===== src/rtl/ef_pkg.sv =====
package ef_pkg;

    typedef enum logic [2:0] {
        ST_IDLE,
        ST_FLAG,
        ST_WAIT_REC,
        ST_DELIM,
        ST_REJOIN
    } ef_state_e;

    function automatic int ef_max3(input int a, input int b, input int c);
        int m;
        m = (a > b) ? a : b;
        return (m > c) ? m : c;
    endfunction

endpackage


===== src/rtl/ef_dom_monitor.sv =====
module ef_dom_monitor #(
    parameter int MAX_DOM = 12
) (
    input  logic clk,
    input  logic rst_n,
    input  logic armed,
    input  logic bit_tick,
    input  logic rx_bit,
    output logic overrun
);
    localparam int RW = $clog2(MAX_DOM + 2);
    localparam logic [RW-1:0] RUN_LIM = RW'(MAX_DOM);

    typedef struct packed {
        logic [RW-1:0] run;
        logic          ovr;
    } mon_t;

    mon_t mon_d, mon_q;

    always_comb begin
        mon_d     = mon_q;
        mon_d.ovr = 1'b0;
        if (!armed) begin
            mon_d.run = '0;
        end else if (bit_tick) begin
            if (rx_bit) begin
                mon_d.run = '0;
            end else begin
                if (mon_q.run == RUN_LIM) begin
                    mon_d.ovr = 1'b1;
                end
                if (mon_q.run <= RUN_LIM) begin
                    mon_d.run = mon_q.run + 1'b1;
                end
            end
        end
    end

    always_ff @(posedge clk or negedge rst_n) begin
        if (!rst_n) begin
            mon_q <= '0;
        end else begin
            mon_q <= mon_d;
        end
    end

    assign overrun = mon_q.ovr;

    AST_OVR_NEEDS_DOM: assert property (@(posedge clk) disable iff (!rst_n)
        mon_q.ovr |-> $past(armed && bit_tick && !rx_bit));
    AST_OVR_SINGLE: assert property (@(posedge clk) disable iff (!rst_n)
        mon_q.ovr |=> !mon_q.ovr);

endmodule


===== src/rtl/ef_frame_fsm.sv =====
module ef_frame_fsm
    import ef_pkg::*;
#(
    parameter int FLAG_BITS   = 6,
    parameter int DELIM_BITS  = 8,
    parameter int REJOIN_BITS = 6
) (
    input  logic clk,
    input  logic rst_n,
    input  logic bit_tick,
    input  logic rx_bit,
    input  logic err_det,
    input  logic err_passive,
    output logic tx_bit,
    output logic busy,
    output logic done
);
    localparam int MAXC = ef_max3(FLAG_BITS, DELIM_BITS, REJOIN_BITS);
    localparam int CW   = $clog2(MAXC + 1);
    localparam logic [CW-1:0] FLAG_LAST   = CW'(FLAG_BITS - 1);
    localparam logic [CW-1:0] DELIM_LAST  = CW'(DELIM_BITS - 1);
    localparam logic [CW-1:0] REJOIN_LAST = CW'(REJOIN_BITS - 1);

    typedef struct packed {
        ef_state_e     state;
        logic [CW-1:0] cnt;
        logic          passive;
        logic          tx;
        logic          done;
    } fsm_t;

    fsm_t fsm_d, fsm_q;

    always_comb begin
        fsm_d      = fsm_q;
        fsm_d.done = 1'b0;
        unique case (fsm_q.state)
            ST_IDLE: begin
                fsm_d.tx = 1'b1;
                if (err_det) begin
                    fsm_d.state   = ST_FLAG;
                    fsm_d.cnt     = '0;
                    fsm_d.passive = err_passive;
                    fsm_d.tx      = err_passive;
                end
            end
            ST_FLAG: begin
                if (bit_tick) begin
                    if (fsm_q.cnt == FLAG_LAST) begin
                        fsm_d.cnt   = '0;
                        fsm_d.tx    = 1'b1;
                        fsm_d.state = fsm_q.passive ? ST_DELIM : ST_WAIT_REC;
                    end else begin
                        fsm_d.cnt = fsm_q.cnt + 1'b1;
                    end
                end
            end
            ST_WAIT_REC: begin
                if (bit_tick && rx_bit) begin
                    fsm_d.cnt   = CW'(1);
                    fsm_d.state = ST_DELIM;
                end
            end
            ST_DELIM: begin
                if (bit_tick) begin
                    if (!rx_bit) begin
                        fsm_d.cnt = '0;
                    end else if (fsm_q.cnt == DELIM_LAST) begin
                        fsm_d.cnt = '0;
                        if (fsm_q.passive) begin
                            fsm_d.state = ST_REJOIN;
                        end else begin
                            fsm_d.state = ST_IDLE;
                            fsm_d.done  = 1'b1;
                        end
                    end else begin
                        fsm_d.cnt = fsm_q.cnt + 1'b1;
                    end
                end
            end
            ST_REJOIN: begin
                if (bit_tick) begin
                    if (!rx_bit) begin
                        fsm_d.cnt = '0;
                    end else if (fsm_q.cnt == REJOIN_LAST) begin
                        fsm_d.cnt   = '0;
                        fsm_d.state = ST_IDLE;
                        fsm_d.done  = 1'b1;
                    end else begin
                        fsm_d.cnt = fsm_q.cnt + 1'b1;
                    end
                end
            end
            default: begin
                fsm_d = '{state: ST_IDLE, cnt: '0, passive: 1'b0, tx: 1'b1, done: 1'b0};
            end
        endcase
    end

    always_ff @(posedge clk or negedge rst_n) begin
        if (!rst_n) begin
            fsm_q <= '{state: ST_IDLE, cnt: '0, passive: 1'b0, tx: 1'b1, done: 1'b0};
        end else begin
            fsm_q <= fsm_d;
        end
    end

    assign tx_bit = fsm_q.tx;
    assign busy   = (fsm_q.state != ST_IDLE);
    assign done   = fsm_q.done;

    AST_IDLE_RECESSIVE: assert property (@(posedge clk) disable iff (!rst_n)
        (fsm_q.state == ST_IDLE) |-> fsm_q.tx);
    AST_ACTIVE_FLAG_DOM: assert property (@(posedge clk) disable iff (!rst_n)
        (fsm_q.state == ST_FLAG && !fsm_q.passive) |-> !fsm_q.tx);
    AST_PASSIVE_SILENT: assert property (@(posedge clk) disable iff (!rst_n)
        (fsm_q.passive && fsm_q.state != ST_IDLE) |-> fsm_q.tx);
    AST_WAIT_ACTIVE_ONLY: assert property (@(posedge clk) disable iff (!rst_n)
        (fsm_q.state == ST_WAIT_REC) |-> !fsm_q.passive);
    AST_REJOIN_PASSIVE_ONLY: assert property (@(posedge clk) disable iff (!rst_n)
        (fsm_q.state == ST_REJOIN) |-> fsm_q.passive);
    AST_DONE_AFTER_TICK: assert property (@(posedge clk) disable iff (!rst_n)
        fsm_q.done |-> (fsm_q.state == ST_IDLE && $past(bit_tick && rx_bit)));
    AST_MODE_HELD: assert property (@(posedge clk) disable iff (!rst_n)
        (fsm_q.state != ST_IDLE && $past(fsm_q.state) != ST_IDLE) |-> $stable(fsm_q.passive));

endmodule


===== src/rtl/can_errframe_seq.sv =====
module can_errframe_seq #(
    parameter int FLAG_BITS   = 6,
    parameter int DELIM_BITS  = 8,
    parameter int REJOIN_BITS = 6,
    parameter int MAX_DOM     = 12
) (
    input  logic clk,
    input  logic rst_n,
    input  logic bit_tick,
    input  logic rx_bit,
    input  logic err_det,
    input  logic err_passive,
    output logic tx_bit,
    output logic busy,
    output logic done,
    output logic resend_req,
    output logic dom_overrun
);
    logic busy_w;
    logic done_w;

    ef_frame_fsm #(
        .FLAG_BITS  (FLAG_BITS),
        .DELIM_BITS (DELIM_BITS),
        .REJOIN_BITS(REJOIN_BITS)
    ) u_fsm (
        .clk        (clk),
        .rst_n      (rst_n),
        .bit_tick   (bit_tick),
        .rx_bit     (rx_bit),
        .err_det    (err_det),
        .err_passive(err_passive),
        .tx_bit     (tx_bit),
        .busy       (busy_w),
        .done       (done_w)
    );

    ef_dom_monitor #(
        .MAX_DOM(MAX_DOM)
    ) u_mon (
        .clk     (clk),
        .rst_n   (rst_n),
        .armed   (busy_w),
        .bit_tick(bit_tick),
        .rx_bit  (rx_bit),
        .overrun (dom_overrun)
    );

    assign busy       = busy_w;
    assign done       = done_w;
    assign resend_req = done_w;

    AST_DONE_CLEARS_BUSY: assert property (@(posedge clk) disable iff (!rst_n)
        done |-> (!busy && $past(busy)));
    AST_IDLE_NO_OVERRUN: assert property (@(posedge clk) disable iff (!rst_n)
        (!busy && !$past(busy)) |-> !dom_overrun);

endmodule


===== config.mk =====
export PLATFORM = sky130hd
export DESIGN_NAME = can_errframe_seq
export DESIGN_NICKNAME = d
export VERILOG_FILES = /design/src/rtl/ef_pkg.sv /design/src/rtl/ef_dom_monitor.sv /design/src/rtl/ef_frame_fsm.sv /design/src/rtl/can_errframe_seq.sv
export SDC_FILE = /design/constraint.sdc
export NUM_CORES = 1
export LEC_CHECK = 0
export BUFFER_PORTS_ARGS = -buffer_cell sky130_fd_sc_hd__buf_2
export CAP_MARGIN = 25
export CORE_AREA = 2 2 46 48
export CTS_BUF_LIST = sky130_fd_sc_hd__clkbuf_4
export DETAILED_ROUTE_END_ITERATION = 6
export DIE_AREA = 0 0 48 50
export PLACE_DENSITY = 0.84
export SLEW_MARGIN = 20
export SYNTH_ARGS = -nofsm -noshare
export SYNTH_HDL_FRONTEND = slang
export SYNTH_HIERARCHICAL = 1
export SYNTH_SLANG_ARGS = --single-unit

===== constraint.sdc =====
create_clock -name clk -period 5.1 [get_ports clk]
set_clock_uncertainty 0.1 [all_clocks]
set_input_delay 0.255 -clock clk [delete_from_list [all_inputs] [get_ports clk]]
set_output_delay 0.255 -clock clk [all_outputs]
set_load 0.005 [all_outputs]

Yosys cells after proc, flatten, opt, wreduce, memory -nomap -nowiden
Index checks and enable logic that the tools add are counted.
{ "totals": {"mem_bits_rw": 0, "mem_bits_ro": 0, "ff_bits": 15, "latchBits": 0, "wordCells": 77, "memories": 0, "inputBits": 6} }
{ "op_classes": {"mul": 0, "n_addsub": 2, "reduce_logical": 10, "div": 0, "bitwise_logic": 2, "magnitude_cmp": 1, "n_eq_ne": 19, "n_mux": 36, "shifts": 0} }
{ "ops": {"columns": ["cell", "count"], "rows": [
  ["$pmux 7 s5", 1],
  ["$mux 4", 7],
  ["$mux 7", 4],
  ["$mux 3", 6],
  ["$ne 2x2->1 const B", 7],
  ["$mux 1", 13],
  ["$reduce_and 10->1", 1],
  ["$mux 9", 1],
  ["$add 4x1->4 const B", 2],
  ["$eq 4x3->1 const B", 2],
  ["$ne 2x1->1 const B", 4],
  ["$eq 3x2->1 const B", 2],
  ["$mux 5", 1],
  ["$reduce_and 5->1", 1],
  ["$eq 4x4->1 const B", 1],
  ["$le 4x4->1 const B", 1],
  ["$pmux 1 s2", 2],
  ["$reduce_and 2->1", 2],
  ["$reduce_or 4->1", 1],
  ["$eq 3x1->1 const B", 1],
  ["$eq 3x3->1 const B", 1],
  ["$logic_not 3->1", 1],
  ["$ne 3x3->1 const B", 1],
  ["$pmux 1 s3", 1],
  ["other kinds (5)", 6]
]} }

Logic depth before layout (Yosys ltp)
{ "logic_depth": {"word_depth": 5, "depth_mapped": 7, "ltp_nobuf": 7} }

By module
Netlist, hierarchy kept.
{ "by_module_without_submodules": {"columns": ["mod", "area_per_inst_um2", "cells_each", "n_inst", "seq_area_each_um2"], "rows": [
  ["ef_frame_fsm", 782.0, 94, 1, 251.5],
  ["ef_dom_monitor", 290.3, 29, 1, 125.1],
  ["can_errframe_seq", 7.5, 1, 1, 0.0]
]} }

Worst setup path before layout
No wires, ideal clock.
{ "synth_path": {"kind": "reg-to-reg", "start": "register u_fsm/fsm_q[3] (netlist bit)", "end": "register u_fsm/fsm_q[8] (netlist bit)", "arrival_time_ps": 1438, "path_slack_ps": 3441, "path_buffers": 0, "stages_incl_launch_ff": 7, "setup_time_ps": 121, "path_cell_list": "dfrtp_1 -> ha_1 -> mux2i_1 -> nor3b_2 -> nor2_1 -> a311o_1 -> o22a_1"} }
{ "synth_via": {"elab_chain_cells": 3, "word_cells_on_any_way": 6} }
{ "synth_lines": {"columns": ["item", "line", "text"], "rows": [
  ["start, declared", "ef_frame_fsm.sv:32", "fsm_t fsm_d, fsm_q;"],
  ["start signal, assigned", "ef_frame_fsm.sv:102", "fsm_q <= '{state: ST_IDLE, cnt: '0, passive: 1'b0, tx: 1'b1, done: 1'b0};"],
  ["start signal, assigned", "ef_frame_fsm.sv:104", "fsm_q <= fsm_d;"],
  ["$eq 4x3->1 (on tied branches)", "ef_frame_fsm.sv:49, ef_frame_fsm.sv:85, ef_frame_fsm.sv:68", null],
  ["$ne 2x1->1 (no source line)", null, null],
  ["$reduce_and 10->1 (no source line) *", null, null]
]} }
Every way passes the cells marked *; elsewhere a longest branch is shown, timed or not.
A chain may end at the register's enable or synchronous reset.

Final worst setup path
{ "layout_path": {"start": "register u_fsm/fsm_q[8] (netlist bit)", "end": "register u_fsm/fsm_q[6] (netlist bit)"} }
{ "layout_via": {"elab_chain_cells": 3, "word_cells_on_any_way": 12} }
{ "layout_lines": {"columns": ["item", "line", "text"], "rows": [
  ["$eq 3x2->1, or another cell as far along", "ef_frame_fsm.sv:37", "unique case (fsm_q.state)"],
  ["$ne 2x1->1 (no source line) or $ne 2x2->1 (tied branches)", null, null],
  ["$reduce_and 5->1 (no source line)", null, null]
]} }
Several ways; a longest one is shown, not always the timed one.

==> results by group <==
Routing
  – Drt wl/cell: 13.9 µm
  – Number of vias per cell: between 5 and 6
  – Pre-Repair DR Iteration Count: 4
  – Starting DRC count in detailed routing: 19
  – Post-Route WL: roughly 2.2 mm
  – Remaining antenna violation count: 0
  – Number of remaining DRC errors: 0
  – Vias after detailed routing: 935

GRT
  – Largest net degree at the start of global routing: 19
  – Initial antenna violation count: 0
  – Total grt overflow: 0
  – Global-route wire length before repair: 3.69 mm
  – Total track usage: 0.221
  – Vias in the first global route: 861

STA
  – Slew Viols, Final: 0
  – Fin crit period: roughly 2000 ps
  – Fin. Hold Viols: 0
  – Maximum operating frequency: 498 MHz
  – Worst Max-Slew Pin Slew: 541 ps
  – Relative slew slack: 0.639
  – Period utilisation layout: 0.394
  – Final setup TNS: 0 ps
  – RSZ-0062 raised after global routing: false
  – Endpoints failing setup: 0

Yosys
  – Synth warnings: 6
  – Count leader, synth: nand2_1
  – Yosys top cell by area: dfrtp_1
  – Syn_area_per_cell: just under 9 µm²
  – EDFF count, synth: 0
  – Ys async rst share: 1.00
  – Largest cells by area after synthesis: dfrtp_1, nand2_1, ha_1
  – Post-synthesis register bit count: 15
  – Area share of the leading cell type in the synthesized netlist: 0.324
  – Syn Nets: around 140
  – Top cells by count, synth: nand2_1, dfrtp_1, nor2_1
  – Cell variety after synth: 46
  – Gate Count Post-Synth: 124
  – Sequential share of the synthesized area: 0.349
  – Mapped cell area: ~0.0011 mm²
  – Main synth FF type: dfrtp_1

Min path
  – Worst hold path class: in2reg
  – WHS Path Cells: 3
  – Hold worst-path end: u_fsm/tx_bit
  – Hold Path Origin: err_passive

Cells and area
  – Syn-to-layout area delta: 6.95%
  – Antenna Diode Count: 0
  – Final net count: 144
  – Fraction of layout cells with a size suffix above 1: 0.197

Floorplanning
  – Die Y: around 50 µm
  – Die area: 0.00240 mm²
  – Initial Util: 0.568
  – Core Area: around 0.0019 mm²
  – Chip Width: 48 µm
  – Row cnt: 16
  – IO Count: 11

Critical path
  – Crit Path Max Fanout: 14
  – Highest-delay cell along the critical path: dfrtp_1
  – Worst R2R End: u_fsm/fsm_q[6]
  – Req. time, crit path: 5180 ps
  – RR Startpoint: u_fsm/fsm_q[8]
  – Critical-path cell list: mux2i_1 > a2bb2oi_2 > o22ai_2 > o21ai_0 > a22o_1
  – Setup crit start kind: flip-flop
  – Crit path capture type: flip-flop
  – Worst path max stage delay: 640 ps
  – Arr. time, crit path: 2090 ps
  – R2R cell count: 5
  – Reg-to-reg slack, setup: 3090 ps
  – WS Path Type: reg2reg

Clock network
  – CTS H-tree lvls: 1
  – TritonCTS clock tree: yes
  – CTS Buffer Depth: 2
  – Clock root buffer: clkbuf_4
  – Number of clock sinks: 15
  – Clock latency on the worst-skew pair: slightly below 300 ps
  – Clk slew on worst S/H paths: 90 ps
  – Num CTS Buffers: 3

Placement
  – Buffers added on ports: 10
  – Post-DP HPWL: 1.57 mm
  – Gp weighted congestion: 0.921

Power
  – IR drop worst, VDD: 0.272 mV
  – Leak Pwr: 0.517 nW
  – Pwr Total: 0.531 mW
  – PwrDens: 460 mW/mm²

Status
  – Outcome: finished clean

Job
  – Max-cap violations: 0
-- placed cells by master (no fill, tap or decap), drive strengths merged, types with 2 or more instances in the layout --
| cell | netlist | layout |
|---|---|---|
| clkbuf | 0 | 4 |
| nor3 | 2 | 2 |
| buf | 7 | 10 |
| inv | 6 | 6 |
| nand3b | 4 | 4 |
| a41o | 2 | 2 |
| or2 | 2 | 2 |
| a31oi | 2 | 2 |
| o21ai | 10 | 10 |
| o22ai | 3 | 3 |
| dfrtp | 14 | 14 |
| o32a | 2 | 2 |
| nor3b | 3 | 3 |
| ha | 5 | 5 |
| nand2 | 20 | 20 |
| nand4 | 2 | 2 |
| a21oi | 8 | 8 |
| a21boi | 2 | 2 |
| mux2i | 3 | 3 |
| nor2 | 12 | 12 |
-- layout make-up --
type	count	area, µm²
fillers	181	747
multi-input cells	96	632
flip-flops and latches	15	377
repair buffers	11	60.1
well taps	27	33.8
clock buffers	4	30.0
inverters	6	22.5
-- power by group --
part / switching, mW / total [mW] / internal (mW)
Sequential: 0.0641 / 0.221 / 0.157
Combinational: 0.126 / 0.237 / 0.110
Clock: 0.0373 / 0.0730 / 0.0357
Total: 0.228 / 0.531 / 0.303
-- what timing repair did --
action,4_1_cts,5_1_grt
hold buffers,1,0
gates resized for setup,0,0
hold endpoints to repair,14,0
setup buffers,0,0
endpoints found under the setup margin,0,0
-- through the flow --
| step | hold WS [ps] | utilization | instance area [µm²] | std cells | setup slack [ps] |
|---|---|---|---|---|---|
| 5_1_grt | 182 | 0.607 | 1150 | 159 | 2960 |
| 2_1_floorplan | -141 | - | 1080 | 124 | 3440 |
| 6_report | 183 | 0.607 | 1150 | 159 | 3090 |
| 3_5_place_dp | 82.2 | 0.586 | 1110 | 154 | 3120 |
| 4_1_cts | 177 | 0.607 | 1150 | 159 | 3100 |
| 3_3_place_gp | 74.2 | 0.586 | 1110 | 154 | 3170 |
-- worst max path at each step --
stage                    from             end  cells after the start
3_3_place_gp   u_fsm/fsm_q[8]  u_fsm/fsm_q[6]                      5
3_5_place_dp   u_fsm/fsm_q[8]  u_fsm/fsm_q[6]                      5
4_1_cts        u_fsm/fsm_q[8]  u_fsm/fsm_q[6]                      5
5_1_grt        u_fsm/fsm_q[8]  u_fsm/fsm_q[5]                      5
6_report       u_fsm/fsm_q[8]  u_fsm/fsm_q[6]                      5
2_1_floorplan  u_fsm/fsm_q[3]  u_fsm/fsm_q[8]                      6
-- registers in the layout (all words and copies together), names as in the netlist --
signal	cells
u_fsm/tx_bit	1
u_fsm/fsm_q	8
u_mon/overrun	1
u_mon/mon_q	4
u_fsm/done	1
-- cell families (layout without fill, tap and decap cells) --
logic type,Yosys count,count (layout),synth area share
fa+ha+maj,5,5,0.0579
mux,3,3,0.0278
compound gates,39,39,0.265
buf+inv,13,21,0.0660
simple gates,49,49,0.234
flops,15,15,0.349
-- routing by layer --
layer | up-vias | track usage | part of all wire
li1 | 464 | - | -
met1 | 444 | 0.276 | 0.42
met2 | 21 | 0.342 | 0.52
met3 | 6 | 0.0440 | 0.030
met4 | 0 | 0.117 | 0.023
met5 | - | 0 | 0
-- critical path, delay by kind of cell, from the launching register on --
| family | cells | cell delay (ps) |
|---|---|---|
| muxes | 1 | 280 |
| AOI/OAI and AO/OA | 4 | 890 |
| DFF | 1 | 640 |
Power figures use the tool's default switching activity.
